File: src/rtl/rgbt_pkg.sv
package rgbt_pkg;
  typedef enum logic [1:0] {
    PH_SYNC   = 2'd0,
    PH_BACK   = 2'd1,
    PH_ACTIVE = 2'd2,
    PH_FRONT  = 2'd3
  } phase_e;

  function automatic phase_e phase_after(phase_e p);
    return phase_e'(p + 2'd1);
  endfunction
endpackage

File: src/rtl/rgbt_clkdiv.sv
module rgbt_clkdiv #(
  parameter int DW        = 8,
  parameter int MAXDIV_M1 = 254
) (
  input  logic          clk,
  input  logic          rst_n,
  input  logic          run,
  input  logic          load,
  input  logic [DW-1:0] cfg_m1,
  output logic          tick
);
  localparam logic [DW-1:0] LIMIT = DW'(MAXDIV_M1);

  logic [DW-1:0] div_act;
  logic [DW-1:0] dcnt;
  logic [DW-1:0] cfg_eff;

  assign cfg_eff = (cfg_m1 > LIMIT) ? LIMIT : cfg_m1;
  assign tick    = run && (dcnt >= div_act);

  always_ff @(posedge clk or negedge rst_n) begin
    if (!rst_n) begin
      dcnt    <= '0;
      div_act <= '0;
    end else if (!run) begin
      dcnt    <= '0;
      div_act <= cfg_eff;
    end else begin
      dcnt <= tick ? '0 : dcnt + 1'b1;
      if (load) div_act <= cfg_eff;
    end
  end
endmodule

File: src/rtl/rgbt_seq.sv
module rgbt_seq
  import rgbt_pkg::*;
#(
  parameter int CW = 11
) (
  input  logic               clk,
  input  logic               rst_n,
  input  logic               run,
  input  logic               step,
  input  logic [3:0][CW-1:0] len_m1,
  output phase_e             phase,
  output logic [CW-1:0]      cnt,
  output logic               wrap
);
  logic          last;
  logic [CW-1:0] cur_len;

  assign cur_len = len_m1[phase];
  assign last    = (cnt >= cur_len);
  assign wrap    = step && last && (phase == PH_FRONT);

  always_ff @(posedge clk or negedge rst_n) begin
    if (!rst_n) begin
      phase <= PH_SYNC;
      cnt   <= '0;
    end else if (!run) begin
      phase <= PH_SYNC;
      cnt   <= '0;
    end else if (step) begin
      if (last) begin
        cnt   <= '0;
        phase <= phase_after(phase);
      end else begin
        cnt <= cnt + 1'b1;
      end
    end
  end
endmodule

File: src/rtl/rgb_timing_gen.sv
module rgb_timing_gen
  import rgbt_pkg::*;
#(
  parameter int H_W   = 11,
  parameter int V_W   = 11,
  parameter int DIV_W = 8
) (
  input  logic             clk,
  input  logic             rst_n,
  input  logic             enable,
  input  logic [H_W-1:0]   cfg_hsync_m1,
  input  logic [H_W-1:0]   cfg_hback_m1,
  input  logic [H_W-1:0]   cfg_hact_m1,
  input  logic [H_W-1:0]   cfg_hfront_m1,
  input  logic [V_W-1:0]   cfg_vsync_m1,
  input  logic [V_W-1:0]   cfg_vback_m1,
  input  logic [V_W-1:0]   cfg_vact_m1,
  input  logic [V_W-1:0]   cfg_vfront_m1,
  input  logic [DIV_W-1:0] cfg_div_m1,
  input  logic             inv_hsync,
  input  logic             inv_vsync,
  input  logic             inv_de,
  input  logic             inv_pclk_en,
  input  logic             irq_en,
  input  logic             irq_clr,
  output logic             hsync_o,
  output logic             vsync_o,
  output logic             de_o,
  output logic             pclk_en_o,
  output logic [H_W-1:0]   pix_x,
  output logic [V_W-1:0]   pix_y,
  output logic             irq
);
  localparam int MAXDIV_M1 = (1 << DIV_W) - 2;

  logic               tick;
  logic               line_end;
  logic               frame_end;
  phase_e             hph;
  phase_e             vph;
  logic [H_W-1:0]     hcnt;
  logic [V_W-1:0]     vcnt;
  logic [3:0][H_W-1:0] h_len;
  logic [3:0][V_W-1:0] v_len;
  logic               irq_q;

  assign h_len = {cfg_hfront_m1, cfg_hact_m1, cfg_hback_m1, cfg_hsync_m1};
  assign v_len = {cfg_vfront_m1, cfg_vact_m1, cfg_vback_m1, cfg_vsync_m1};

  rgbt_clkdiv #(.DW(DIV_W), .MAXDIV_M1(MAXDIV_M1)) u_div (
    .clk    (clk),
    .rst_n  (rst_n),
    .run    (enable),
    .load   (frame_end),
    .cfg_m1 (cfg_div_m1),
    .tick   (tick)
  );

  rgbt_seq #(.CW(H_W)) u_hseq (
    .clk    (clk),
    .rst_n  (rst_n),
    .run    (enable),
    .step   (tick),
    .len_m1 (h_len),
    .phase  (hph),
    .cnt    (hcnt),
    .wrap   (line_end)
  );

  rgbt_seq #(.CW(V_W)) u_vseq (
    .clk    (clk),
    .rst_n  (rst_n),
    .run    (enable),
    .step   (line_end),
    .len_m1 (v_len),
    .phase  (vph),
    .cnt    (vcnt),
    .wrap   (frame_end)
  );

  always_ff @(posedge clk or negedge rst_n) begin
    if (!rst_n)                    irq_q <= 1'b0;
    else if (frame_end && irq_en)  irq_q <= 1'b1;
    else if (irq_clr)              irq_q <= 1'b0;
  end

  assign irq       = irq_q;
  assign hsync_o   = (enable && hph == PH_SYNC) ^ inv_hsync;
  assign vsync_o   = (enable && vph == PH_SYNC) ^ inv_vsync;
  assign de_o      = (enable && hph == PH_ACTIVE && vph == PH_ACTIVE) ^ inv_de;
  assign pclk_en_o = tick ^ inv_pclk_en;
  assign pix_x     = (hph == PH_ACTIVE) ? hcnt : '0;
  assign pix_y     = (vph == PH_ACTIVE) ? vcnt : '0;
endmodule

File: config.mk
export PLATFORM = sky130hd
export DESIGN_NAME = rgb_timing_gen
export DESIGN_NICKNAME = d
export VERILOG_FILES = /design/src/rtl/rgbt_pkg.sv /design/src/rtl/rgbt_clkdiv.sv /design/src/rtl/rgbt_seq.sv /design/src/rtl/rgb_timing_gen.sv
export SDC_FILE = /design/constraint.sdc
export NUM_CORES = 1
export LEC_CHECK = 0
export BUFFER_PORTS_ARGS = -buffer_cell sky130_fd_sc_hd__buf_2
export CAP_MARGIN = 40
export CORE_ASPECT_RATIO = 0.8
export CORE_UTILIZATION = 56
export CTS_BUF_LIST = sky130_fd_sc_hd__clkbuf_8
export DETAILED_ROUTE_END_ITERATION = 12
export PLACE_DENSITY = 0.95
export SLEW_MARGIN = 20
export SYNTH_ARGS = -nofsm -noshare
export SYNTH_HDL_FRONTEND = slang
export SYNTH_SLANG_ARGS = --single-unit
File: constraint.sdc
create_clock -name clk -period 8 [get_ports clk]
set_input_delay 1.2 -clock clk [delete_from_list [all_inputs] [get_ports clk]]
set_output_delay 1.2 -clock clk [all_outputs]
set_load 0.1 [all_outputs]
# After elaboration in Yosys (flattened, before gate mapping)
# Cells that the tools add are included.
# word_totals
ff_bits,43
latch_bits,0
ramBits,0
mem_bits_ro,0
inputBits,105
output_inout_bits,27
word_cells,71
mem_count,0
# classes
n_addsub,5
n_mul,0
div,0
n_lt_le_gt_ge,6
eq_ne,9
shift,0
mux,25
bitwise,4
n_reduce_logical,15
# op_table
op,count
11-bit two-way mux,10
11-bit binary-select mux with 2-bit select,2
8-bit two-way mux,5
11-bit by 1-bit adder with 11-bit output (second input constant),2
11-bit >= comparator,2
2-bit two-way mux,6
1-bit logical AND,10
2-bit by 1-bit != test with 1-bit output (second input constant),5
8-bit by 1-bit adder with 8-bit output (second input constant),1
2-bit equality test (second input constant),4
8-bit >= comparator,1
8-bit greater-than comparator (second input constant),1
2-bit by 3-bit < comparator with 1-bit output (second input constant),2
2-bit by 1-bit adder with 2-bit output (second input constant),2
2-bit logical NOT,2
2-bit AND reduction,2
1-bit bitwise XOR,4
1-bit two-way mux,2
2-bit nonzero test,1

# Depth between registers and ports, before layout
# depth
depth_word,9
mapped_depth,11
mapped_depth_nobuf,9

# Cells and area by module
# From an unflattened synthesis, not the netlist that was laid out.
# hier_totals
hier_cells,375
hier_area_um2,3687.3
# modules_own_cells
module,n_inst,cells_each,area_per_inst_um2,seq_area_each_um2
rgbt_seq at u_vseq,1,124,1271.2,325.3
rgbt_seq at u_hseq,1,124,1241.2,325.3
rgbt_clkdiv,1,88,875.8,400.4
rgb_timing_gen,1,39,299.0,25.0

# Least setup slack after synthesis
# Ideal clock, no wire load.
# synth_timing
kind,input to output
startpoint,input port enable
endpoint,output port de_o
arrival_time_ns,3.160
required_ns,6.800
slack_ns,3.640
cell_stages,3
n_path_buf,1
path_cell_list,clkbuf_1 -> nand3_1 -> xnor2_1
# synth_between
elab_chain_len,3
# synth_lines
item,line,rtl
"start, declared",rgb_timing_gen.sv:10,"input logic enable,"
1-bit logical AND (2 in a row),rgb_timing_gen.sv:90,assign de_o = (enable && hph == PH_ACTIVE && vph == PH_ACTIVE) ^ inv_de;
1-bit bitwise XOR,rgb_timing_gen.sv:90,
"end, declared",rgb_timing_gen.sv:28,"output logic de_o,"
# No other way between the ends.

# Worst setup path after layout
# layout_timing
startpoint,register u_div.dcnt[5]
endpoint,output port pclk_en_o
# layout_between
elab_chain_len,3
# layout_lines
item,line,rtl
"start, declared",rgbt_clkdiv.sv:15,logic [DW-1:0] dcnt;
"start signal, assigned",rgbt_clkdiv.sv:29,dcnt <= tick ? '0 : dcnt + 1'b1;
8-bit >= comparator,rgbt_clkdiv.sv:19,assign tick = run && (dcnt >= div_act);
1-bit logical AND,rgbt_clkdiv.sv:19,
1-bit bitwise XOR,rgb_timing_gen.sv:91,assign pclk_en_o = tick ^ inv_pclk_en;
"end, declared",rgb_timing_gen.sv:29,"output logic pclk_en_o,"
# No other way between the ends.

==> impl_metrics.tcl <==
set metrics [dict create \
    clkSinkCount 43 \
    drtIter0Drc 247 \
    synthTopCellsByArea "dfrtp_1, mux4_2, ha_1, and2_1, inv_1" \
    layout_common_cells "buf_2, dfrtp_1, inv_1, ha_1" \
    hpwl_mm 7.46 \
    port_buffers 131 \
    worst_slew_pin_slew_ns 0.743 \
    fmax_mhz 256 \
    synth_flop_cell "dfrtp_1" \
    max_cap_viol_count 0 \
    nets 640 \
    drive_gt1_share_pct 35.0 \
    routabilityCongestion 0.858 \
    setup_violations 0 \
    postRouteAntennaNets 0 \
    synth_area_um2 3650 \
    yosysWarningCount 0 \
    final_common_cell "buf_2" \
    ios 132 \
    p_leak_nw 2.30 \
    hold_buffers 0 \
    track_usage_pct 27.2 \
    wl_mm 9.21 \
    cts_buffers 5 \
    dr.pass1.iters 5 \
    wl_per_cell_um 15.9 \
    ys_seq_area_share_pct 29.5 \
    arrival_ns 2.70 \
    cts-root-buf "clkbuf_8" \
    fin_skew_ns 0.0125 \
    fin_crit_ns 3.90 \
    start_util_pct 59.8 \
    ys_ff_latch 43 \
    grt_pass1_wl_mm 14.9 \
    synth_cell_types 44 \
    insertion_delay_ns 0.30 \
    hold_violations 0 \
    rsz0062_at_grt "false" \
    fillers 432 \
    area_growth_pct 22.3 \
    cts_tree "done" \
    whs_ns 0.517 \
    status "finished clean" \
    drv_slew 0 \
    dr_total_vias 3418 \
    crit_path_end_kind "primary output" \
    netlist_instances 370 \
    grt_max_degree 25 \
    die_x_um 92.2 \
    peakVddDrop_mv 0.121 \
    synth_nets 514 \
    period_share_pct 48.8 \
    drc 0 \
    globalRouteOverflowTotal 0 \
    cts_buffer_depth 2 \
    synth_largest_area_cell "dfrtp_1" \
    cts_resized 0 \
    path_max_fanout 5 \
    fp.dieArea_um2 6840 \
    crit_type "reg -> out" \
    cts_setup_buffers 0 \
    synth_edf_count 0 \
    holdCritPathClass "reg -> reg" \
    cts.clk_slew.worst_paths_ns 0.08 \
    max_slew_margin_pct 50.5 \
    fin_setup_tns_ns 0 \
    synth_top_area_share_pct 29.5 \
    powerDensity_nw_per_um2 101 \
    crit_path_start_kind "flop" \
    h-tree-depth 2 \
    rows 25 \
    diodes 0 \
    core-area_um2 6100 \
    grt_pass1_vias 3325 \
    fp.dieH_um 74.2 \
    antenna_found_initial 0 \
    cp_data_required_time_ns 6.80 \
    vias_per_cell 5.91 \
    syn_area_per_cell_um2 9.86 \
    synthArstFlopShare_pct 100 \
]
[flip-flops by register name (all words and copies together), names as in the netlist]
signal         flops
irq                1
u_hseq.cnt        11
u_div.div_act      8
u_div.dcnt         8
u_hseq.phase       2
u_vseq.cnt        11
u_vseq.phase       2
[final timing paths]
check	start	to	slack [ns]	cells after the start
hold / removal	u_div.div_act[5]	u_div.div_act[5]	0.52	1
max in group asynchronous	rst_n	u_hseq.cnt[9]	6.66	2
min in group asynchronous	rst_n	u_vseq.cnt[3]	0.86	1
setup reg to reg	u_vseq.phase[0]	u_div.div_act[7]	4.43	9
setup / recovery	u_div.dcnt[5]	pclk_en_o	4.10	7
hold reg to reg	u_div.div_act[5]	u_div.div_act[5]	0.52	1
[cells by family (layout without fill, tap and decap cells)]
group,Yosys count,count (layout),share of synthesized area [%]
buf+inv,52,179,5.63
flops,43,43,29.5
fa+ha+maj,39,39,13.4
compound gates,58,58,11.4
simple gates,126,126,18.7
xor+xnor,20,20,4.80
mux,32,32,16.6
[worst max-delay path: stages, from the launching register on]
cell and delay (ns):
dfrtp_1 0.43, ha_1 0.32, and4_1 0.19, o21ai_0 0.12
o21ai_0 0.60, nand2_1 0.15, xnor2_1 0.15, buf_2 0.43
[synth_stat cells, types with 11 or more instances]
cell,instances
dfrtp_1,43
o21ai_0,17
nor2_1,24
xor2_1,13
inv_1,38
nand2_1,18
a21oi_1,11
nand3_1,15
and2_1,24
and3_1,15
ha_1,39
mux4_2,22
[power by group]
part           switching (mW)  internal (mW)
Sequential            0.00492          0.223
Clock                  0.0744         0.0598
Combinational          0.0476         0.0430
Total                   0.127          0.326
[metrics by stage]
| stage | util [%] | worst slack [ns] | power [mW] | cell area (um2) | std cells |
|---|---|---|---|---|---|
| 2_1_floorplan | - | 3.64 | 0.279 | 3650 | 370 |
| 3_3_place_gp | 71.2 | 4.19 | 0.315 | 4340 | 568 |
| 3_5_place_dp | 71.8 | 4.11 | 0.323 | 4380 | 570 |
| 4_1_cts | 73.1 | 4.10 | 0.454 | 4460 | 578 |
| 5_1_grt | 73.1 | 3.90 | 0.472 | 4460 | 578 |
| 6_report | 73.1 | 4.10 | 0.452 | 4460 | 578 |
[layer usage]
layer  track usage (%)  share of wire (%)
met5                 0                  0
met1              32.4                 40
met3              4.91                7.5
met4              8.16                1.4
met2              51.2                 51
[layout make-up]
cell class	count	area, um2	area share [%]
multi-input combinational	275	2370	53.0
sequential	43	1080	24.1
timing repair buffer	133	691	15.5
inverter	38	143	3.20
tap	81	101	2.27
clock buffer	5	68.8	1.54
clock inverter	3	16.3	0.365
No activity file was read; power rests on OpenSTA's default activity.
